===== src/rtl/sexb_pkg.sv =====
`timescale 1ns/1ps
package sexb_pkg;
  localparam int unsigned DW    = 32;
  localparam int unsigned AW    = 5;
  localparam int unsigned DEV_W = 3;

  localparam logic [AW-1:0] STAT_ADDR = 5'd0;
  localparam logic [AW-1:0] CTRL_ADDR = 5'd12;
  localparam logic [AW-1:0] DATA_ADDR = 5'd16;

  // status field positions
  localparam int unsigned DEV_LSB  = 7;
  localparam int unsigned RATE_LSB = 4;
  localparam int unsigned DONE_BIT = 3;
  // control field positions
  localparam int unsigned CTL_GO   = 0;
  localparam int unsigned CTL_MODE = 1;
  localparam int unsigned DIR_LSB  = 2;
  localparam int unsigned LEN_LSB  = 4;

  // system cycles per SCLK half period for a rate code
  function automatic int unsigned half_cycles(logic [2:0] rate, int unsigned fast);
    int unsigned r;
    r = (rate > 3'd5) ? 32'd5 : 32'(rate);
    return fast << (5 - r);
  endfunction

  function automatic int unsigned bit_count(logic [1:0] len);
    return 8 * (32'(len) + 1);
  endfunction

  function automatic logic dir_drives(logic [1:0] d);
    return d != 2'd0;
  endfunction

  function automatic logic dir_captures(logic [1:0] d);
    return d != 2'd1;
  endfunction

  function automatic logic [DW-1:0] align_rx(logic [DW-1:0] rx, logic [1:0] len);
    return rx << (DW - bit_count(len));
  endfunction

  function automatic logic [DEV_W-1:0] lowest_bit(logic [DEV_W-1:0] v);
    return v & (~v + 1'b1);
  endfunction
endpackage


===== src/rtl/sexb_clkdiv.sv =====
`timescale 1ns/1ps
module sexb_clkdiv
  import sexb_pkg::*;
#(
  parameter int unsigned HALF_FAST = 2
) (
  input  logic       clk,
  input  logic       rst_n,
  input  logic       load,
  input  logic       run,
  input  logic [2:0] rate,
  output logic       tick
);
  localparam int unsigned CW = $clog2(HALF_FAST * 32) + 1;

  logic [CW-1:0] cnt_q;
  logic [CW-1:0] reload_q;
  logic [CW-1:0] reload_d;

  assign reload_d = CW'(half_cycles(rate, HALF_FAST) - 1);

  always_ff @(posedge clk or negedge rst_n) begin
    if (!rst_n) begin
      cnt_q    <= '0;
      reload_q <= '0;
    end else if (load) begin
      cnt_q    <= reload_d;
      reload_q <= reload_d;
    end else if (run) begin
      cnt_q <= (cnt_q == '0) ? reload_q : cnt_q - 1'b1;
    end
  end

  assign tick = run && (cnt_q == '0);

  // a tick always restarts a full half period
  a_r4_half_restart: assert property (@(posedge clk) disable iff (!rst_n)
    tick && !load |=> cnt_q == reload_q);
endmodule


===== src/rtl/sexb_shift.sv =====
`timescale 1ns/1ps
module sexb_shift
  import sexb_pkg::*;
(
  input  logic          clk,
  input  logic          rst_n,
  input  logic          start,
  input  logic [1:0]    dir,
  input  logic [1:0]    len,
  input  logic [DW-1:0] tx_word,
  input  logic          tick,
  input  logic          miso,
  output logic          busy,
  output logic          sclk,
  output logic          mosi,
  output logic          finish,
  output logic          capture,
  output logic [DW-1:0] rx_word
);
  logic          busy_q, sclk_q;
  logic [DW-1:0] tx_q, rx_q;
  logic [5:0]    left_q;
  logic [1:0]    dir_q, len_q;
  logic          rise_ev, fall_ev;

  assign rise_ev = busy_q && tick && !sclk_q;
  assign fall_ev = busy_q && tick && sclk_q;
  assign finish  = fall_ev && (left_q == 6'd1);

  always_ff @(posedge clk or negedge rst_n) begin
    if (!rst_n) begin
      busy_q <= 1'b0;
      sclk_q <= 1'b0;
      tx_q   <= '0;
      rx_q   <= '0;
      left_q <= '0;
      dir_q  <= '0;
      len_q  <= '0;
    end else if (start) begin
      busy_q <= 1'b1;
      sclk_q <= 1'b0;
      tx_q   <= tx_word;
      rx_q   <= '0;
      left_q <= 6'(bit_count(len));
      dir_q  <= dir;
      len_q  <= len;
    end else if (busy_q && tick) begin
      sclk_q <= ~sclk_q;
      if (rise_ev) begin
        rx_q <= {rx_q[DW-2:0], miso};
      end
      if (fall_ev) begin
        tx_q   <= tx_q << 1;
        left_q <= left_q - 1'b1;
        if (finish) busy_q <= 1'b0;
      end
    end
  end

  assign busy    = busy_q;
  assign sclk    = sclk_q;
  assign mosi    = busy_q && dir_drives(dir_q) && tx_q[DW-1];
  assign capture = finish && dir_captures(dir_q);
  assign rx_word = align_rx(rx_q, len_q);

  // an accepted start makes the engine busy on the next cycle
  a_r3_start_busy: assert property (@(posedge clk) disable iff (!rst_n)
    start |=> busy_q);
  // the register file never launches into a running engine
  a_r11_no_restart: assert property (@(posedge clk) disable iff (!rst_n)
    start |-> !busy_q);
  // serial clock parked low whenever idle
  a_r5_sclk_idle: assert property (@(posedge clk) disable iff (!rst_n)
    !busy_q |-> !sclk_q);
  // the last falling edge ends the transfer
  a_r8_finish_ends: assert property (@(posedge clk) disable iff (!rst_n)
    finish |=> !busy_q && !sclk_q);
endmodule


===== src/rtl/sexb_regs.sv =====
`timescale 1ns/1ps
module sexb_regs
  import sexb_pkg::*;
(
  input  logic             clk,
  input  logic             rst_n,
  input  logic             wr_en,
  input  logic [AW-1:0]    addr,
  input  logic [DW-1:0]    wdata,
  input  logic             busy,
  input  logic             finish,
  input  logic             capture,
  input  logic [DW-1:0]    rx_word,
  output logic [DW-1:0]    rdata,
  output logic             start,
  output logic [2:0]       rate,
  output logic [1:0]       dir,
  output logic [1:0]       len,
  output logic [DW-1:0]    tx_word,
  output logic [DEV_W-1:0] cs_n
);
  logic [DEV_W-1:0] dev_q;
  logic [2:0]       rate_q;
  logic             done_q, held_q, mode_q;
  logic [1:0]       dir_q, len_q;
  logic [DW-1:0]    data_q;
  logic             stat_wr, ctrl_wr, data_wr;
  logic [DEV_W-1:0] dev_in;
  logic             unused_bits;

  assign stat_wr = wr_en && (addr == STAT_ADDR);
  assign ctrl_wr = wr_en && (addr == CTRL_ADDR);
  assign data_wr = wr_en && (addr == DATA_ADDR);
  assign dev_in  = wdata[DEV_LSB +: DEV_W];
  assign start   = ctrl_wr && !busy && wdata[CTL_GO] && !wdata[CTL_MODE];
  assign unused_bits = ^{wdata[DW-1:DEV_LSB+DEV_W], wdata[2:0]};

  always_ff @(posedge clk or negedge rst_n) begin
    if (!rst_n) begin
      dev_q  <= '0;
      rate_q <= '0;
      done_q <= 1'b0;
      held_q <= 1'b0;
      mode_q <= 1'b0;
      dir_q  <= '0;
      len_q  <= '0;
      data_q <= '0;
    end else begin
      if (stat_wr) begin
        dev_q  <= dev_in;
        rate_q <= wdata[RATE_LSB +: 3];
        if (wdata[DONE_BIT]) done_q <= 1'b0;
        if (dev_in == '0)    held_q <= 1'b0;
      end
      if (ctrl_wr && !busy) begin
        mode_q <= wdata[CTL_MODE];
        dir_q  <= wdata[DIR_LSB +: 2];
        len_q  <= wdata[LEN_LSB +: 2];
      end
      if (start) held_q <= 1'b1;
      if (data_wr && !busy) data_q <= wdata;
      if (capture)          data_q <= rx_word;
      if (finish)           done_q <= 1'b1;
    end
  end

  always_comb begin
    unique case (addr)
      STAT_ADDR: rdata = {22'd0, dev_q, rate_q, done_q, 3'd0};
      CTRL_ADDR: rdata = {26'd0, len_q, dir_q, mode_q, busy};
      DATA_ADDR: rdata = data_q;
      default:   rdata = '0;
    endcase
  end

  // launch parameters come from the write that starts the transfer
  assign rate    = rate_q;
  assign dir     = wdata[DIR_LSB +: 2];
  assign len     = wdata[LEN_LSB +: 2];
  assign tx_word = data_q;
  assign cs_n    = ~(held_q ? lowest_bit(dev_q) : '0);

  // completion always raises the flag
  a_r9_done_on_finish: assert property (@(posedge clk) disable iff (!rst_n)
    finish |=> done_q);
  // at most one chip-select low
  a_r10_single_cs: assert property (@(posedge clk) disable iff (!rst_n)
    $onehot0(~cs_n));
  // a started transfer with a device chosen drives a select
  a_r10_cs_after_start: assert property (@(posedge clk) disable iff (!rst_n)
    start && (dev_q != '0) |=> cs_n != '1);
  // control fields frozen while busy
  a_r11_ctrl_frozen: assert property (@(posedge clk) disable iff (!rst_n)
    ctrl_wr && busy |=> $stable(len_q) && $stable(dir_q));
endmodule


===== src/rtl/sexb_master.sv =====
`timescale 1ns/1ps
module sexb_master
  import sexb_pkg::*;
#(
  parameter int unsigned HALF_FAST = 2
) (
  input  logic        clk,
  input  logic        rst_n,
  input  logic        bus_wr,
  input  logic [4:0]  bus_addr,
  input  logic [31:0] bus_wdata,
  output logic [31:0] bus_rdata,
  output logic        sclk,
  output logic        mosi,
  input  logic        miso,
  output logic [2:0]  cs_n
);
  logic          start, busy, tick, finish, capture;
  logic [2:0]    rate;
  logic [1:0]    dir, len;
  logic [DW-1:0] tx_word, rx_word;

  sexb_regs u_regs (
    .clk     (clk),
    .rst_n   (rst_n),
    .wr_en   (bus_wr),
    .addr    (bus_addr),
    .wdata   (bus_wdata),
    .busy    (busy),
    .finish  (finish),
    .capture (capture),
    .rx_word (rx_word),
    .rdata   (bus_rdata),
    .start   (start),
    .rate    (rate),
    .dir     (dir),
    .len     (len),
    .tx_word (tx_word),
    .cs_n    (cs_n)
  );

  sexb_clkdiv #(.HALF_FAST(HALF_FAST)) u_div (
    .clk   (clk),
    .rst_n (rst_n),
    .load  (start),
    .run   (busy),
    .rate  (rate),
    .tick  (tick)
  );

  sexb_shift u_shift (
    .clk     (clk),
    .rst_n   (rst_n),
    .start   (start),
    .dir     (dir),
    .len     (len),
    .tx_word (tx_word),
    .tick    (tick),
    .miso    (miso),
    .busy    (busy),
    .sclk    (sclk),
    .mosi    (mosi),
    .finish  (finish),
    .capture (capture),
    .rx_word (rx_word)
  );

  // a non-immediate control write from idle leaves the engine idle
  a_r12_mode_blocks: assert property (@(posedge clk) disable iff (!rst_n)
    bus_wr && (bus_addr == CTRL_ADDR) && bus_wdata[CTL_MODE] && !busy |=> !busy);
endmodule


===== config.mk =====
export PLATFORM = sky130hd
export DESIGN_NAME = sexb_master
export DESIGN_NICKNAME = d
export VERILOG_FILES = /design/src/rtl/sexb_pkg.sv /design/src/rtl/sexb_clkdiv.sv /design/src/rtl/sexb_shift.sv /design/src/rtl/sexb_regs.sv /design/src/rtl/sexb_master.sv
export SDC_FILE = /design/constraint.sdc
export NUM_CORES = 1
export LEC_CHECK = 0
export BUFFER_PORTS_ARGS = -buffer_cell sky130_fd_sc_hd__buf_2
export CORE_ASPECT_RATIO = 2
export CORE_MARGIN = 2
export CORE_UTILIZATION = 40
export DETAILED_ROUTE_END_ITERATION = 10
export PLACE_DENSITY_LB_ADDON = 0.2
export SKIP_CTS_REPAIR_TIMING = 1
export SYNTH_ARGS = -nofsm -noshare
export SYNTH_HDL_FRONTEND = slang
export SYNTH_SLANG_ARGS = --single-unit

===== constraint.sdc =====
create_clock -name clk -period 4.9 [get_ports clk]
set_input_delay 0.98 -clock clk [delete_from_list [all_inputs] [get_ports clk]]
set_output_delay 0.98 -clock clk [all_outputs]
set_load 0.01 [all_outputs]

* Word level (Yosys, flattened, before mapping) *
Index checks and enable logic that the tools add are counted.

operators by class
  muxes and demuxes = 29
  bitwise gates (word level) = 4
  equal/unequal tests = 4
  add/subtract/negate cells = 8
  shift operators = 2
  reductions and logical operators = 37
  order comparisons = 1

operator list
  cell                                                                 number
  32-bit two-way mux                                                   8
  32-bit case mux with 3 select lines                                  1
  2-bit by 32-bit << shifter with 7-bit output, first input constant   1
  32-bit by 32-bit << shifter with 32-bit output                       1
  3-bit by 32-bit subtractor with 32-bit output, first input constant  1
  6-bit by 32-bit subtractor with 32-bit output, first input constant  1
  2-bit nonzero test                                                   11
  7-bit two-way mux                                                    3
  6-bit two-way mux                                                    3
  1-bit logical AND                                                    15
  7-bit by 1-bit subtractor with 7-bit output, second input constant   2
  1-bit two-way mux                                                    12
  2-bit AND reduction                                                  4
  7-bit logical NOT                                                    1
  2-bit by 1-bit adder with 3-bit output, second input constant        2
  6-bit by 1-bit == test with 1-bit output, second input constant      1
  3-bit two-way mux                                                    2
  3-bit inverter                                                       2
  6-bit by 1-bit subtractor with 6-bit output, second input constant   1
  5-bit by 4-bit == test with 1-bit output, second input constant      1
  5-bit == test, second input constant                                 1
  5-bit logical NOT                                                    1
  3-bit by 1-bit adder with 3-bit output, second input constant        1
  3-bit bitwise AND                                                    1
  6 further kinds                                                      8

storage, ports and cells
  logic and storage cells = 102
  output and inout bits = 37
  flip-flop bits (word level) = 135
  input bits = 41

* Logic depth before layout (Yosys ltp) *
  depth in word-level cells = 9
  depth in mapped cells = 8

* Hierarchy *
Synthesis repeated with hierarchy kept, for this count alone.

second synthesis, totals
  cells, all modules = 777
  area total of the unflattened synthesis = 7,419.6 um2

by module, submodules not included
  module       times used  cells each  sequential area each (um2)  area an instance (um2)
  sexb_shift   1           427         1,901.8                     3,983.8
  sexb_regs    1           276         1,126.1                     2,678.8
  sexb_clkdiv  1           74          350.3                       757.0

* Least setup slack after synthesis *
OpenSTA, ideal clock, no wires.

  kind = input port to output port
  start point = input bus_addr[1]
  end point = output bus_rdata[18]
  stages = 4
  data arrival time = 2,104 ps
  required time = 3,920 ps
  path slack = 1,816 ps
  cell sequence = nor4_1 > clkbuf_1 > clkbuf_1 > and3_1

between the ends
  word-level cells in the longest chain between the ends = 2
  elaborated cells on any way between the ends = 4

ends and longest elaborated chain
  what                                     RTL line           RTL
  from (decl)                              sexb_master.sv:10  input logic [4:0] bus_addr,
  5-bit == test (tied with other cells)    sexb_regs.sv:68    unique case (addr)
  32-bit case mux with 3 select lines (*)  sexb_regs.sv:68
  to (decl)                                sexb_master.sv:12  output logic [31:0] bus_rdata,

Mark *: on every way between the ends. The rest lies on a longest branch, timed or not.

* Worst setup path in the final report *
  start point = input bus_addr[1]
  end point = output bus_rdata[2]

Same word-level chain as after synthesis.

==> impl_metrics.csv <==
group,metric,value,unit
cts,clk_pin_slew,0.06,ns
outcome,status,"finished clean",
critical_path,endpoint_kind,"primary output",
logic_synthesis,ys.flop_type,"dfrtp_1",
worst_hold_path,min_path_cells,1,
critical_path,timing.rr.end,"u_shift.left_q[3]",
placed_design,io_buffers,77,
finish,area_delta_synth_final,16.0,%
sta,tightestPinTransition,1.14,ns
logic_synthesis,ys_seq_elements,135,
pwr,switching_share,0.322,
global_routing,track_usage,0.216,
sta,finalSetupViolCount,0,
worst_hold_path,hold_path.startpoint,"u_shift.tx_q[8]",
placed_design,hpwl,13900,um
finish,finalInstanceArea,8120,um2
pwr,p_clk_frac,0.359,
cts,insertion_delay,0.42,ns
drt,ant_nets,0,
logic_synthesis,syn-num-nets,734,
pwr,leakage,3.90,nW
logic_synthesis,ys_seq_area_frac,0.483,
sta,fin_crit_sh,0.669,
global_routing,overflow,0,
placed_design,gp_congestion,0.845,
die,die_area,18600,um2
pwr,ir_drop,0.214,mV
critical_path,cp-start-kind,"primary input",
cts,ctsLongestPathBuffers,2,
die,start_util,0.407,
worst_hold_path,hold_class,"reg2reg",
die,io_pins,78,
critical_path,critPathKind,"in2out",
critical_path,rrSetupSlack,2.07,ns
sta,setup-tns-final,0,ns
critical_path,worstRegToRegCells,5,
global_routing,grt_pass1_wl,31200,um
sta,slew-limit-headroom,0.237,
pwr,p_total,3.83,mW
pwr,netSwitchingPower,1.23,mW
sta,fmax,305,MHz
global_routing,grt_pass1_vias,5768,
drt,drt_wl_total,19800,um
logic_synthesis,synth_edf_count,0,
die,die_h,191,um
logic_synthesis,synthCells,686,
pwr,p_int,2.60,mW
die,core-area,17200,um2
sta,fin_crit,3.28,ns
sta,skew,0.0113,ns
critical_path,crit_path_max_fanout,31,
drt,num_vias,5461,
logic_synthesis,async_flop_share,1.00,
sta,hold_viol,0,
cts,cts_max_level,4,
logic_synthesis,syn_area_per_cell,10.2,um2
pwr,p_per_area,472,nW/um2
finish,nets,786,
global_routing,antenna_found_initial,0,
logic_synthesis,ys.warnings.count,0,
critical_path,arrival,2.30,ns
pwr,seqPwrFrac,0.439,
logic_synthesis,synthesis.area,7000,um2
cts,numCtsBuffers,17,
cts,cts_tree,"yes",
cts,cts.sinks,135,
job,maxCapViolCount,0,
critical_path,rr_startpoint,"u_div.cnt_q[2]",
pwr,comb_power_share,0.201,
logic_synthesis,netlist-cell-type-count,52,
placed_design,post_dp_cell_area,7480,um2
global_routing,grt_max_degree,102,
worst_hold_path,worstHoldEndpoint,"u_shift.tx_q[8]",
die,rows,68,
drt,drc,0,
finish,n_antenna_cell,0,
sta,slew_violations,0,
drt,drt_iter0_drc,291,
cts,cts_root_buf,"clkbuf_16",
finish,fin_util,0.472,
sta,rsz0062_at_grt,"no",
finish,final_layout_size_suffix_gt1_frac,0.206,
critical_path,cp.required,3.92,ns
drt,drtPass1Iterations,5,
drt,viasPerCell,5.68,
die,dieWidth,97.5,um
drt,wl_per_cell,20.6,um
==> per-layer routing <==
layer	part of all wire	up-vias	track usage
li1	-	2551	-
met1	0.37	2754	0.229
met2	0.55	109	0.399
met3	0.026	47	0.0384
met4	0.051	0	0.122
met5	0	-	0
==> through the flow <==
| stage | worst slack (ns) | std cells | hold slack [ns] |
|---|---|---|---|
| 3_5_place_dp | 1.37 | 929 | 0.468 |
| 3_3_place_gp | 1.46 | 929 | 0.458 |
| 5_1_grt | 1.54 | 961 | 0.496 |
| 4_1_cts | 1.65 | 961 | 0.480 |
| 6_report | 1.62 | 961 | 0.481 |
| 2_1_floorplan | 1.82 | 686 | 0.429 |
==> power by group through the flow <==
stage	combinational [mW]	sequential, mW	clock (mW)
after floorplan	0.591	1.57	0
after global placement	0.751	1.69	0
after detailed placement	0.774	1.70	0
after CTS	0.777	1.68	1.40
after global routing	0.864	1.72	1.45
final	0.770	1.68	1.38
==> critical path, stage by stage <==
cell and delay, ns:
buf_2 0.12, nor4_2 0.26, buf_4 0.38, and2_1 0.23, a22o_1 0.18, buf_2 0.14
==> cells by family after synthesis <==
logic type,Yosys count,synth area share
AO/OA/AOI/OAI,157,0.155
XOR/XNOR,4,0.00500
adder cells (fa/ha/maj),7,0.0125
buffers and inverters,62,0.0429
flip-flops,135,0.483
multiplexers,106,0.156
AND/OR/NAND/NOR,215,0.145
==> cells in the mapped netlist, drive strengths merged, types with 2 or more instances <==
| cell type | instances | share of area |
|---|---|---|
| a21o | 32 | 0.034 |
| a21oi | 39 | 0.028 |
| a221o | 4 | 0.0057 |
| a221oi | 3 | 0.0038 |
| a22o | 31 | 0.039 |
| a22oi | 12 | 0.013 |
| a31oi | 3 | 0.0027 |
| and2 | 3 | 0.0027 |
| and3 | 22 | 0.020 |
| buf | 29 | 0.025 |
| clkbuf | 24 | 0.013 |
| dfrtp | 135 | 0.48 |
| ha | 7 | 0.013 |
| inv | 9 | 0.0048 |
| mux2 | 27 | 0.043 |
| mux2i | 79 | 0.11 |
| nand2 | 124 | 0.066 |
| nand2b | 3 | 0.0027 |
| nand3 | 9 | 0.0064 |
| nand3b | 2 | 0.0021 |
| nand4b | 2 | 0.0025 |
| nor2 | 25 | 0.014 |
| nor2b | 5 | 0.0045 |
| nor3 | 6 | 0.0050 |
| nor4 | 3 | 0.0057 |
| o211ai | 2 | 0.0021 |
| o21ai | 20 | 0.014 |
| o22ai | 2 | 0.0018 |
| o31ai | 4 | 0.0043 |
| or4 | 4 | 0.0043 |
| xnor2 | 4 | 0.0050 |
==> registers in the layout, summed over array words and instances, names as in the netlist, 2 cells and up <==
name	cells
u_regs.tx_word	32
u_regs.len_q	2
u_regs.dir_q	2
u_shift.tx_q	32
u_shift.len_q	2
u_div.reload_q	7
u_regs.dev_q	3
u_regs.rate	3
u_div.cnt_q	7
u_shift.dir_q	2
u_shift.rx_q	32
u_shift.left_q	6
==> cells in the final DEF (no fill, tap or decap), drive strengths merged, types with 4 or more instances in the layout <==
cell,netlist,routed
dfrtp,135,135
nand2,124,124
buf,29,86
mux2i,79,79
a21oi,39,39
a21o,32,32
a22o,31,31
mux2,27,27
nor2,25,25
and3,22,22
o21ai,20,20
clkbuf,24,18
a22oi,12,12
inv,9,11
nand3,9,9
ha,7,7
nor3,6,6
nor2b,5,5
or4,4,4
a221o,4,4
xnor2,4,4
o31ai,4,4
clkinvlp,0,4
bufinv,0,4
clkinv,0,4
==> worst max-delay path by stage <==
stage	from	slack, ns	endpoint
after floorplan	bus_addr[1]	1.82	bus_rdata[18]
after global placement	bus_addr[4]	1.46	u_shift.left_q[5]
after detailed placement	bus_addr[4]	1.37	u_shift.left_q[5]
after CTS	bus_addr[1]	1.65	bus_rdata[2]
after global routing	bus_addr[4]	1.54	u_shift.left_q[5]
final	bus_addr[1]	1.62	bus_rdata[2]
==> layout make-up <==
type | count | area, um2
clock inverter | 14 | 199
tap | 210 | 263
timing repair buffer | 86 | 459
sequential | 135 | 3380
clock buffer | 18 | 439
multi-input combinational | 489 | 3350
fill | 1662 | 9070
inverter | 9 | 33.8
Note: power is estimated with default switching activity, not from simulation.
